**config.mk**
```make
export PLATFORM = sky130hd
export DESIGN_NAME = colburst_agen
export DESIGN_NICKNAME = d
export VERILOG_FILES = /design/src/rtl/colburst_pkg.sv /design/src/rtl/colburst_wrapctr.sv /design/src/rtl/colburst_beattrk.sv /design/src/rtl/colburst_agen.sv
export SDC_FILE = /design/constraint.sdc
export NUM_CORES = 1
export LEC_CHECK = 0
export ABC_AREA = 1
export BUFFER_PORTS_ARGS = -buffer_cell sky130_fd_sc_hd__buf_2
export CAP_MARGIN = 20
export CORE_MARGIN = 3
export CORE_UTILIZATION = 44
export CTS_BUF_LIST = sky130_fd_sc_hd__clkbuf_2 sky130_fd_sc_hd__clkbuf_4 sky130_fd_sc_hd__clkbuf_8
export DETAILED_ROUTE_END_ITERATION = 8
export MAX_ROUTING_LAYER = met4
export PLACE_DENSITY = 0.8
export SLEW_MARGIN = 20
export SYNTH_ARGS = -nofsm -noshare
export SYNTH_HDL_FRONTEND = slang
export SYNTH_HIERARCHICAL = 1
export SYNTH_SLANG_ARGS = --single-unit
```
**constraint.sdc**
```tcl
create_clock -name clk -period 1.15 [get_ports clk]
set_input_delay 0.115 -clock clk [delete_from_list [all_inputs] [get_ports clk]]
set_output_delay 0.115 -clock clk [all_outputs]
set_load 0.02 [all_outputs]
```
**src/rtl/colburst_pkg.sv**
```systemverilog
package colburst_pkg;
  // log2 of the burst length; the wrap group is 2**BURST_LOG2 locations
  parameter int unsigned BURST_LOG2 = 2;
  localparam int unsigned BURST_LEN = 1 << BURST_LOG2;

  typedef logic [BURST_LOG2-1:0] beat_t;

  function automatic beat_t beat_inc(beat_t v);
    return beat_t'(v + beat_t'(1));
  endfunction
endpackage

```
**src/rtl/colburst_wrapctr.sv**
```systemverilog
module colburst_wrapctr
  import colburst_pkg::*;
(
  input  logic  clk,
  input  logic  rst_n,
  input  logic  load,
  input  beat_t load_val,
  input  logic  step,
  output beat_t cur
);
  beat_t cur_q, nxt_q;

  // nxt_q always holds the offset of the following beat
  always_ff @(posedge clk or negedge rst_n) begin
    if (!rst_n) begin
      cur_q <= '0;
      nxt_q <= beat_t'(1);
    end else if (load) begin
      cur_q <= load_val;
      nxt_q <= beat_inc(load_val);
    end else if (step) begin
      cur_q <= nxt_q;
      nxt_q <= beat_inc(nxt_q);
    end
  end

  assign cur = cur_q;


  step_wraps_chk: assert property (@(posedge clk) disable iff (!rst_n)
    (step && !load) |=> cur == beat_inc($past(cur)));


  idle_hold_chk: assert property (@(posedge clk) disable iff (!rst_n)
    (!step && !load) |=> $stable(cur));
endmodule

```
**src/rtl/colburst_beattrk.sv**
```systemverilog
module colburst_beattrk
  import colburst_pkg::*;
(
  input  logic  clk,
  input  logic  rst_n,
  input  logic  start,
  input  logic  accept,
  output beat_t beat,
  output logic  active,
  output logic  last
);
  localparam beat_t LAST_IDX = beat_t'(BURST_LEN - 1);

  beat_t beat_q;
  logic  active_q;

  always_ff @(posedge clk or negedge rst_n) begin
    if (!rst_n) begin
      beat_q   <= '0;
      active_q <= 1'b0;
    end else if (start) begin
      beat_q   <= '0;
      active_q <= 1'b1;
    end else if (accept && active_q) begin
      if (beat_q == LAST_IDX) active_q <= 1'b0;
      else                    beat_q   <= beat_inc(beat_q);
    end
  end

  assign beat   = beat_q;
  assign active = active_q;
  assign last   = active_q && (beat_q == LAST_IDX);


  burst_ends_chk: assert property (@(posedge clk) disable iff (!rst_n)
    (accept && last && !start) |=> !active);


  start_opens_chk: assert property (@(posedge clk) disable iff (!rst_n)
    start |=> (active && beat == '0));
endmodule

```
**src/rtl/colburst_agen.sv**
```systemverilog
module colburst_agen
  import colburst_pkg::*;
#(
  parameter int unsigned COL_W = 12
) (
  input  logic                  clk,
  input  logic                  rst_n,
  input  logic                  start,
  input  logic [COL_W-1:0]      col_in,
  input  logic                  addr_ready,
  output logic [COL_W-1:0]      burst_addr,
  output logic [BURST_LOG2-1:0] beat_idx,
  output logic                  addr_valid,
  output logic                  last_beat
);
  localparam int unsigned HI_W = COL_W - BURST_LOG2;

  logic [HI_W-1:0] base_q;
  beat_t           off;
  beat_t           beat;
  logic            active, last;
  logic            accept, step;

  // start wins over a beat handshake in the same cycle
  assign accept = active && addr_ready && !start;
  // the fourth beat ends the burst without moving the address
  assign step   = accept && !last;

  always_ff @(posedge clk or negedge rst_n) begin
    if (!rst_n)     base_q <= '0;
    else if (start) base_q <= col_in[COL_W-1:BURST_LOG2];
  end

  colburst_wrapctr u_wrap (
    .clk      (clk),
    .rst_n    (rst_n),
    .load     (start),
    .load_val (col_in[BURST_LOG2-1:0]),
    .step     (step),
    .cur      (off)
  );

  colburst_beattrk u_beat (
    .clk    (clk),
    .rst_n  (rst_n),
    .start  (start),
    .accept (accept),
    .beat   (beat),
    .active (active),
    .last   (last)
  );

  assign burst_addr = {base_q, off};
  assign beat_idx   = beat;
  assign addr_valid = active;
  assign last_beat  = last;


  start_addr_chk: assert property (@(posedge clk) disable iff (!rst_n)
    start |=> burst_addr == $past(col_in));


  upper_fixed_chk: assert property (@(posedge clk) disable iff (!rst_n)
    (addr_valid && !start) |=> $stable(burst_addr[COL_W-1:BURST_LOG2]));


  stall_hold_chk: assert property (@(posedge clk) disable iff (!rst_n)
    (addr_valid && !addr_ready && !start) |=> ($stable(burst_addr) && $stable(beat_idx)));


  idle_ready_chk: assert property (@(posedge clk) disable iff (!rst_n)
    (!addr_valid && !start) |=> (!addr_valid && $stable(burst_addr)));


  last_flag_chk: assert property (@(posedge clk) disable iff (!rst_n)
    last_beat |-> (addr_valid && beat_idx == BURST_LOG2'(BURST_LEN - 1)));
endmodule

```
==> results.md, run 1 <==
- Hold_sp: col_in[5]
- CP Class: flop to output port
- Final setup viols: 6
- Finished Layout Cells: roughly 170
- Post-synthesis net count: 119
- Worst hold endpoint: base_q[3]
- RSZ-0062 raised after global routing: true
- R2r startpoint: u_beat/beat[0]
- Max_slew headroom: about three quarters
- CTS H-tree depth: 1
- CP Capture Type: output port
- Worst-Skew Late Latency: about 0.30 ns
- Post-DP HPWL: roughly 1400 µm
- Critical-path cell list: ha_4, nand2_4, inv_4, buf_6
- Inst Count DP: 160
- Critical R2R Capture: u_wrap/nxt_q[0]
- Slowest cell delay on critical path: roughly 0.45 ns
- Io pins: 32
- Die area: between 2000 and 2500 µm²
- Ys async rst share: 100%
- Final Skew: ~0.0019 ns
- Final-report hold violation count: 0
- Tot GR Track Use: about 18%
- WL/cell: 11.6 µm
- Residual DRC: 0
- Worst EP arrival: between 1 and 1.5 ns
- Register area share after synthesis: a little over half
- Number of synthesized flops with an enable pin: 0
- Simple-gate portion of the synthesized area: between 20% and 30%
- Critical Path Fanout Max: 2
- Most frequent cell after synthesis: nand2_1
- Period utilization: 109%
- Antenna violations before repair: 0
- Pwr/cell area: 1340 nW/µm²
- Synth Instances: roughly 100
- Leak Pwr: around 0.00063 µW
- Clk slew on worst S/H paths: 0.10 ns
- Total congestion overflow: 0
- Vias in the first global route: 757
- Clock root buffer master: clkbuf_4
- CTS Sinks: 17
- Max-slew violations: 0
- Post-DRT Antenna Nets: 0
- Worst-Margin Slew: 0.364 ns
- Commonest cells post-synth: nand2_1, dfrtp_1, inv_1, o21ai_0
- Distinct cells, synth: 14
- Port Buffers: 31
- Worst EP required: 1.03 ns
- Post-Syn Area: ~800 µm²
- Area growth, synth to finish: 39.6%
- Worst Hold Depth: 3
- CTS tree: done
- Cell taking the most area after synthesis: dfrtp_1
- Top_reg_cell synth: dfrtp_1
- Starting DRT DRC Count: 7
- Antenna Cells: 0
- Multiplexer share of the synthesized area: 0%
- Die width: 48.6 µm
- Worst vdd ir: approximately 850 µV
- Yosys warning total: 6
- Worst path slowest cell: dfrtp_2
- Via count: between 700 and 800
- Starting Density: roughly half
- First-pass GRT wire length: approximately 3200 µm
- CTS Buf Count: 3
- Vias per cell: 4.54
- Routability cong.: between 0.7 and 0.8
- Die height: just under 50 µm
- Minimum clock period: around 1.3 ns
- Synth Area in Adders: 1.56%
- Nets: 160
- Largest net degree at the start of global routing: 18
- Reg-to-reg slack, setup: -0.07 ns
- Sum of negative setup slack: -0.273 ns
- Avg Inst Size Synth: about 7.8 µm²
- FMAX: about 800 MHz
- Total Wirelength: about 1900 µm
- Largest family of logic cells by synthesized area: simple AND/OR/NAND/NOR gates
- Worst hold path class: input port to flop
- R2R depth: 8
- Drt pass-1 iters: 4
- Row count: 14
- Final setup margin: -0.105 ns
- Post-synthesis xor/xnor area fraction: 0%
- Core area: approximately 1600 µm²
- Share of cells above drive strength 1: approximately 40%
- Synth area leaders: dfrtp_1, nand2_1, inv_1
- CP startpoint kind: flop
- Synth Area in Compound Gates: 7.82%
- Synth Register Bits: 17
- MaxCap Viol Count: 0
- Failing checks: setup timing
- Status: finished, violations left
- Clk buf depth: 2
- Area share of the leading cell type in the synthesized netlist: approximately half
## repair_timing
action / 4_1_cts / 5_1_grt
pin swaps: 3 / 1
endpoints found under the hold margin: 16 / 0
hold buffers: 1 / 0
gates resized for setup: 4 / 11
setup buffers: 1 / 0
endpoints found under the setup margin: 7 / 10
## routing by layer
metal | vias to the layer above | wire [µm] | GRT usage [%]
met4 | 0 | 82 | 12.8
li1 | 383 | - | -
met3 | 7 | 73 | 3.68
met5 | - | 0 | -
met2 | 24 | 1040 | 30.5
met1 | 340 | 735 | 19.4
## through the flow
step | utilization [%] | hold slack [ns] | setup slack (ns) | power (µW) | instance area [µm²]
after floorplan | - | -0.181 | -0.133 | 970 | 822
after global placement | 63.4 | 0.0481 | -0.0531 | 1120 | 1020
after detailed placement | 63.4 | 0.0480 | -0.0991 | 1140 | 1020
after CTS | 66.9 | 0.00851 | -0.106 | 1470 | 1080
after global routing | 69.3 | 0.00752 | -0.154 | 1600 | 1120
final | 69.3 | 0.0143 | -0.105 | 1500 | 1120
## power by group
part	internal, µW	switching [µW]	leakage [µW]
registers	675	50.6	0.000199
logic	191	258	0.000417
clock network	130	195	0.0000177
## cells by family (layout without fill, tap and decap cells)
kind of cell,count (synthesis),count (layout)
simple gates,51,51
buf+inv,21,61
flops,17,17
compound gates,12,12
fa+ha+maj,1,1
## sequential cells by signal, summed over array words and instances, names as in the netlist
signal,cells
base_q,10
u_beat/active,1
u_beat/beat,2
u_wrap/cur,2
u_wrap/nxt_q,2
## critical path, delay by kind of cell (launching register included)
| kind | cells | cell delay, ns |
|---|---|---|
| flops | 1 | 0.45 |
| simple gates | 1 | 0.06 |
| fa+ha+maj | 1 | 0.18 |
| buf+inv | 2 | 0.16 |
## placed cells by master, fill, tap and decap left out
cell	count
nand2_1	39
buf_2	27
inv_1	15
dfrtp_1	13
o21ai_0	10
buf_6	5
buf_4	5
nand2_2	3
clkbuf_4	3
inv_2	3
nand3_1	3
dfrtp_2	3
nor2_2	2
nor2_1	2
nor3_4	1
clkinv_2	1
dlygate4sd3_1	1
nand2_4	1
inv_4	1
ha_4	1
o21ai_1	1
o21a_1	1
dfstp_2	1
## cell type report
cell class                 instances  area (µm²)
sequential                        17         430
clock buffer                       3        22.5
inverter                          19        73.8
tap                               24        30.0
fill                             152         495
clock inverter                     1        5.00
multi-input combinational         64         315
timing repair buffer              38         239
## worst max path at each step
stage	start	endpoint	slack [ns]	depth (start not counted)
after global placement	u_beat/beat[1]	u_wrap/nxt_q[0]	-0.05	8
after detailed placement	u_beat/beat[1]	u_wrap/nxt_q[0]	-0.1	8
after CTS	u_beat/beat[1]	last_beat	-0.11	4
after floorplan	u_beat/beat[0]	u_wrap/nxt_q[0]	-0.13	8
after global routing	u_beat/beat[0]	u_wrap/nxt_q[0]	-0.15	8
final	u_beat/beat[0]	last_beat	-0.11	4
(Power assumes the default switching activity.)
==> run 2, diff against run 1 <==
--- a/config.mk
+++ b/config.mk
@@ -9,13 +9,12 @@
 export BUFFER_PORTS_ARGS = -buffer_cell sky130_fd_sc_hd__buf_2
 export CAP_MARGIN = 20
 export CORE_MARGIN = 3
-export CORE_UTILIZATION = 44
+export CORE_UTILIZATION = 43
 export CTS_BUF_LIST = sky130_fd_sc_hd__clkbuf_2 sky130_fd_sc_hd__clkbuf_4 sky130_fd_sc_hd__clkbuf_8
 export DETAILED_ROUTE_END_ITERATION = 8
 export MAX_ROUTING_LAYER = met4
-export PLACE_DENSITY = 0.8
+export PLACE_DENSITY = 0.79
 export SLEW_MARGIN = 20
 export SYNTH_ARGS = -nofsm -noshare
 export SYNTH_HDL_FRONTEND = slang
-export SYNTH_HIERARCHICAL = 1
 export SYNTH_SLANG_ARGS = --single-unit
==> run 2 against run 1 <==
The run still ends with setup timing left. Sequential cell count unchanged. Non-clock buffer count down 3. Critical endpoint unchanged. Core utilization down 5.0 points. Maximum frequency up 2.6%. Combinational power down 16%. Sequential power down 1%. Register-to-register slack better by 0.07 ns. Critical path depth unchanged. Largest cell class unchanged. Clock power down 3%.
==> results.md, run 2 <==
- Status: finished, violations left
- Failing checks: setup timing
- Critical-path cell list: ha_4, nand2_1, inv_1, buf_6
- FMAX: 818 MHz (+2.6%)
- Max_slew headroom: 75.0% (-0.73 points)
- R2r startpoint: u_beat.beat[1]
- Post-synthesis net count: 110 (-7.6%)
- DP Area: 948 µm² (-7.2%)
- Inst Count DP: 146 (-8.8%)
- Setup crit end: last_beat
- CTS Buf Count: 3 (unchanged)
- Starting Density: 48.0% (-1.7 points)
- Yosys warning total: 0 (-6)
- Top_reg_cell synth: dfrtp_1
- Via count: 661 (-12%)
- Distinct cells, synth: 17 (+3)
- Largest net degree at the start of global routing: 18 (unchanged)
- Critical Path Fanout Max: 3 (+1)
- Register area share after synthesis: 55.8% (+2.4 points)
- Most frequent cell after synthesis: nand2_1
- Pwr/cell area: 1380 nW/µm² (+2.5%)
- Tot GR Track Use: 14.6% (-3.8 points)
- Antenna violations before repair: 0 (unchanged)
- Clock root buffer master: clkbuf_4
- CP Capture Type: output port
- Synth Register Bits: 17 (unchanged)
- Antenna Cells: 0 (unchanged)
- Worst hold path class: input port to flop
- RSZ-0062 raised after global routing: true
- Post-DP HPWL: 1090 µm (-22%)
- Slowest cell delay on critical path: 0.44 ns (about the same)
- Core area: 1590 µm² (-1.1%)
- Critical R2R Capture: u_beat.beat[1]
- Final setup viols: 1 (-5)
- Die height: 48.2 µm (-0.95%)
- Period utilization: 106% (-2.8 points)
- CTS Sinks: 17 (unchanged)
- Area growth, synth to finish: 34.0%
- Worst-Skew Late Latency: 0.28 ns (-0.02 ns)
- Final setup margin: -0.0731 ns (+0.0320 ns)
- Worst EP arrival: 1.11 ns (-0.03 ns)
- Clk buf depth: 2 (unchanged)
- Die area: 2320 µm² (-1.9%)
- Synth Instances: 93 (-8.8%)
- Worst-Margin Slew: 0.375 ns (+0.0109 ns)
- First-pass GRT wire length: 2260 µm (-30%)
- Row count: 14 (unchanged)
- Routability cong.: 0.836 (+18%)
- Avg Inst Size Synth: 8.22 µm² (+4.9%)
- CTS H-tree depth: 1 (unchanged)
- R2R depth: 7 (-1)
- Die width: 48.2 µm (-0.95%)
- Synth area leaders: dfrtp_1, nand2_1, dfstp_2
- Drt pass-1 iters: 4 (unchanged)
- Share of cells above drive strength 1: 36.4% (-3.7 points)
- Post-DRT Antenna Nets: 0 (unchanged)
- Area share of the leading cell type in the synthesized netlist: 52.4% (+2.3 points)
- Most frequent cells in the layout: nand2_1, buf_2, dfrtp_1
- Met3 GRT Util: 2.95% (-0.73 points)
- Grt met2 use: 23.4% (-7.1 points)
- Reg-to-reg slack, setup: 0 ns (+0.07 ns)
- GR peak layer: met2
- Met1 usage in global routing: 16.5% (-2.9 points)
- WL/cell: 9.78 µm (-16%)
- Most common cell after layout, fill and taps aside: nand2_1
- Worst path slowest cell: dfrtp_2
- Worst vdd ir: 683 µV (-19%)
- Total congestion overflow: 0 (unchanged)
- CP Class: flop to output port
- Vias per cell: 4.32 (-4.9%)
- Vias in the first global route: 557 (-26%)
- Starting DRT DRC Count: 8 (+1)
- Leak Pwr: 0.000605 µW (-4.5%)
- Sum of negative setup slack: -0.0731 ns (+0.200 ns)
- Ys async rst share: 100% (unchanged)
- Most flop-heavy register: base_q
- Fin area: 1020 µm² (-8.2%)
- Max reg flops: 10 (unchanged)
- Pwr Total: 1410 µW (-5.9%)
- Number of synthesized flops with an enable pin: 0 (unchanged)
- Worst Setup SP: u_beat.beat[1]
- Post-Syn Area: 764 µm² (-4.4%)
- Worst EP required: 1.03 ns (about the same)
- Io pins: 32 (unchanged)
- CP startpoint kind: flop
- Final Skew: 0.0000638 ns (-0.00180 ns)
- Nets: 147 (-8.1%)
- Port Buffers: 31 (unchanged)
- Cell taking the most area after synthesis: dfrtp_1
- Final-report hold violation count: 0 (unchanged)
- Max-slew violations: 0 (unchanged)
- Finished Layout Cells: 153 (-7.8%)
- Total Wirelength: 1500 µm (-22%)
- Clk slew on worst S/H paths: 0.10 ns (about the same)
- # fillers: 138 (-9.2%)
- Residual DRC: 0 (unchanged)
- Commonest cells post-synth: nand2_1, dfrtp_1, inv_1, nand3_1
- Minimum clock period: 1.22 ns (-0.0320 ns)
- MaxCap Viol Count: 0 (unchanged)
- CTS tree: done
## run 2: how the worst min path moves through the flow
stage                      to  startpoint  slack, ns  cells after the start
floorplan           base_q[0]       rst_n      -0.18                      0
global placement    base_q[2]       rst_n       0.05                      1
detailed placement  base_q[2]       rst_n       0.06                      1
CTS                 base_q[2]   col_in[4]      0.003                      3
global route        base_q[7]   col_in[9]       0.01                      3
finish              base_q[2]   col_in[4]       0.02                      3
## run 2: kinds of logic (layout without fill, tap and decap cells)
| kind of cell | count (synthesis) | in the layout | share of synthesized area [%] |
|---|---|---|---|
| compound gates | 2 | 2 | 1.64 |
| xor+xnor | 1 | 1 | 1.15 |
| fa+ha+maj | 1 | 1 | 1.64 |
| buf+inv | 11 | 47 | 7.69 |
| flops | 17 | 17 | 55.8 |
| simple gates | 61 | 61 | 32.1 |
## run 2: stage by stage
step / setup slack, ns / util [%] / hold slack (ns)
floorplan: 0.000788 / - / -0.181
global placement: 0.0410 / 59.5 / 0.0508
detailed placement: -0.00679 / 59.5 / 0.0566
CTS: -0.0979 / 63.0 / 0.00317
global route: -0.119 / 64.3 / 0.0105
finish: -0.0731 / 64.3 / 0.0174
## run 2: area by class of cell
type                    instances  area, µm²  area share [%]
clock buffers                   3       22.5            2.20
repair buffers                 35        206            20.1
clock inverters                 1       5.00           0.488
inverters                       8       37.5            3.66
multi-input cells              65        294            28.7
flip-flops and latches         17        429            41.9
well taps                      24       30.0            2.93
## run 2: what timing repair did
action / 4_1_cts / 5_1_grt
cloned: 0 / 0
endpoints found under the setup margin: 6 / 7
resized for setup: 4 / 4
pin swaps: 2 / 1
buffers inserted: 1 / 1
endpoints found under the hold margin: 16 / 0
hold buffers: 1 / 0
## run 2: worst max-delay path: cells and delay by family, from the launching register on
family	cells	cell delay, ns
fa+ha+maj	1	0.16
buf+inv	2	0.16
simple gates	1	0.06
flops	1	0.44
## run 2: routing by layer
| layer | share of wire (%) | vias up |
|---|---|---|
| met2 | 51 | 17 |
| met4 | 1.3 | 0 |
| met1 | 44 | 291 |
| met3 | 4.3 | 2 |
| met5 | 0 | - |
| li1 | - | 351 |
## run 2: power by group
part / switching, µW / internal [µW]
clock: 186 / 129
combinational: 220 / 159
sequential: 46.4 / 672
==> run 3, diff against run 2 <==
--- a/config.mk
+++ b/config.mk
@@ -5,7 +5,7 @@
 export SDC_FILE = /design/constraint.sdc
 export NUM_CORES = 1
 export LEC_CHECK = 0
-export ABC_AREA = 1
+export ABC_AREA = 0
 export BUFFER_PORTS_ARGS = -buffer_cell sky130_fd_sc_hd__buf_2
 export CAP_MARGIN = 20
 export CORE_MARGIN = 3
==> run 3 against run 2 <==
The flow still finishes with violations (setup timing). Register-to-register slack lost 0.13 ns. Worst setup slack got worse by 0.062 ns. Maximum frequency fell by 4.8%. First-iteration DRC count fell by 63%. Critical path depth is 1 lower. Synthesized area is 1.5% lower. Critical endpoint unchanged. Largest cell class unchanged.
==> results.md, run 3 <==
- Worst hold path class: input port to flop
- FMAX: 778 MHz (-4.8%)
- Total Wirelength: 1470 µm (-1.7%)
- Final setup margin: -0.135 ns (-0.0623 ns)
- Status: finished, violations left
- Yosys warning total: 0 (unchanged)
- Pwr Total: 1400 µW (-1.1%)
- Failing checks: setup timing
- Internal: 968 µW (+0.90%)
- Worst EP arrival: 1.17 ns (+0.06 ns)
- Max reg flops: 10 (unchanged)
- Post-DP HPWL: 1100 µm (+0.87%)
- Switching part of the total: 30.6% (-1.4 points)
- Clk buf depth: 2 (unchanged)
- Drt pass-1 iters: 2 (-2)
- Max_slew headroom: 75.1% (+0.099 points)
- Avg Inst Size Synth: 14.5 µm² (+76%)
- Worst Setup SP: u_beat.beat[1]
- Clk slew on worst S/H paths: 0.10 ns (about the same)
- Row count: 14 (unchanged)
- Top_reg_cell synth: dfrtp_1
- Core area: 1580 µm² (-1.1%)
- Pwr/cell area: 1380 nW/µm² (about the same)
- CTS tree: done
- First-pass GRT wire length: 2190 µm (-3.0%)
- Die width: 47.9 µm (-0.64%)
- R2r startpoint: u_beat.beat[1]
- Antenna violations before repair: 0 (unchanged)
- CTS H-tree depth: 1 (unchanged)
- Critical Path Fanout Max: 2 (-1)
- Worst slack, placed: -0.0381 ns (-0.0313 ns)
- Worst vdd ir: 880 µV (+29%)
- CP Capture Type: output port
- Residual DRC: 0 (unchanged)
- Leak Pwr: 0.000500 µW (-17%)
- Worst-Margin Slew: 0.373 ns (-0.00148 ns)
- Final setup viols: 7 (+6)
- Most common cell after layout, fill and taps aside: buf_2
- Combinational share of power: 24.7% (-2.1 points)
- Via count: 513 (-22%)
- Post-synthesis net count: 69 (-37%)
- Post-DRT Antenna Nets: 0 (unchanged)
- Number of synthesized flops with an enable pin: 0 (unchanged)
- NetSw: 427 µW (-5.5%)
- Synth area leaders: dfrtp_1, mux2_4, mux2_2
- Distinct cells, synth: 20 (+3)
- WL/cell: 14.0 µm (+43%)
- Setup crit end: last_beat
- Worst EP required: 1.03 ns (about the same)
- Tot GR Track Use: 15.1% (+0.59 points)
- Share of power burned in the clock network: 24.6% (+2.3 points)
- Die area: 2290 µm² (-1.3%)
- Synth Register Bits: 17 (unchanged)
- Synth Instances: 52 (-44%)
- Most frequent cells in the layout: buf_2, dfrtp_1, mux2_4, mux2_2, nor2_1
- Reg-to-reg slack, setup: -0.13 ns (-0.13 ns)
- Cell taking the most area after synthesis: dfrtp_1
- RSZ-0062 raised after global routing: true
- Total congestion overflow: 0 (unchanged)
- CTS Buf Count: 3 (unchanged)
- Final-report hold violation count: 0 (unchanged)
- CP startpoint kind: flop
- Most flop-heavy register: base_q
- Most frequent cell after synthesis: dfrtp_1
- Area growth, synth to finish: 34.6%
- CP Class: flop to output port
- Starting DRT DRC Count: 3 (-5)
- Commonest cells post-synth: dfrtp_1, mux2_2, mux2_4, nor2_1
- Post-Syn Area: 753 µm² (-1.5%)
- CTS Sinks: 17 (unchanged)
- Die height: 47.9 µm (-0.64%)
- Port Buffers: 31 (unchanged)
- Worst-Skew Late Latency: 0.30 ns (+0.02 ns)
- Area share of the leading cell type in the synthesized netlist: 53.2% (+0.78 points)
- Vias in the first global route: 503 (-9.7%)
- Period utilization: 112% (+5.4 points)
- Vias per cell: 4.89 (+13%)
- Clock root buffer master: clkbuf_4
- Final Skew: 0.00245 ns (+0.00239 ns)
- Critical R2R Capture: u_wrap.nxt_q[0]
- Share of cells above drive strength 1: 64.0% (+28 points)
- Max-slew violations: 0 (unchanged)
- MaxCap Viol Count: 0 (unchanged)
- Starting Density: 47.8% (-0.18 points)
- Minimum clock period: 1.29 ns (+0.0623 ns)
- Register area share after synthesis: 56.6% (+0.83 points)
- Nets: 107 (-27%)
- R2R depth: 5 (-2)
- Seq pwr share: 50.7% (-0.2 points)
- Largest net degree at the start of global routing: 18 (unchanged)
- Ys async rst share: 100% (unchanged)
- Routability cong.: 0.770 (-7.9%)
- Antenna Cells: 0 (unchanged)
- Io pins: 32 (unchanged)
run 3: cell types whose count changed after synthesis, moves of 2 or more:
cell     before  now
mux2i_1       0    2
nor2_1        1    4
mux2_4        0    5
nand3_1       2    0
nand2_1      56    3
mux2_2        0    5
inv_1         6    1
xor2_1        1    3
run 3: worst min path at each step:
stage	from	end	slack, ns	cells after the start
finish	col_in[3]	base_q[1]	0.04	2
global route	col_in[3]	base_q[1]	0.009	2
CTS	col_in[3]	base_q[1]	0.02	2
detailed placement	rst_n	base_q[3]	0.06	1
global placement	rst_n	u_wrap.cur[1]	0.05	1
floorplan	rst_n	base_q[0]	-0.18	0
run 3: worst max-delay path: stages, from the launching register on:
cell and delay [ns]:
dfrtp_2 0.44, ha_4 0.16, and2_4 0.15, buf_6 0.12
run 3: per-layer routing:
metal  vias to the layer above  part of all wire, %  track usage (%)
met4                         0                  1.5             6.45
met2                        17                   53             26.1
li1                        252                    -                -
met3                         3                  5.5             5.64
met5                         -                    0                -
met1                       241                   40             15.1
run 3: area by class of cell:
| class | count | area [µm²] |
|---|---|---|
| clock inverters | 1 | 7.51 |
| well taps | 16 | 20.0 |
| fillers | 135 | 563 |
| clock buffers | 3 | 22.5 |
| multi-input cells | 32 | 323 |
| inverters | 1 | 3.75 |
| repair buffers | 35 | 206 |
| flip-flops and latches | 17 | 430 |
run 3: power by group through the flow:
stage                     sequential (µW)  clock, µW  combinational [µW]
after detailed placement              720          0                 313
after CTS                             708        364                 351
final                                 708        344                 344
after floorplan                       784          0                 134
after global routing                  716        392                 376
after global placement                716          0                 304
run 3: kinds of logic (layout without fill, tap and decap cells):
family	count (synthesis)	count (layout)	synth area share (%)
XOR/XNOR	4	4	4.65
flip-flops	17	17	56.6
multiplexers	12	12	20.1
buffers and inverters	3	40	3.49
AND/OR/NAND/NOR	10	10	9.14
AO/OA/AOI/OAI	5	5	4.32
adder cells (fa/ha/maj)	1	1	1.66
run 3: timing repair:
action | CTS | global route
hold buffers | 1 | 0
gates resized for setup | 9 | 0
setup endpoints to repair | 6 | 9
endpoints found under the hold margin | 16 | 0
pin swaps | 4 | 2
setup buffers | 3 | 0
run 3: through the flow:
step / TNS (ns) / hold slack (ns) / std cells / utilization, % / cell area (µm²)
after floorplan: -0.0587 / -0.181 / 52 / - / 768
after CTS: -0.841 / 0.0233 / 105 / 64.3 / 1010
after global routing: -1.26 / 0.00937 / 105 / 64.3 / 1010
after global placement: -0.00129 / 0.0541 / 97 / 58.4 / 921
final: -0.739 / 0.0359 / 105 / 64.3 / 1010
after detailed placement: -0.0758 / 0.0614 / 97 / 58.4 / 921
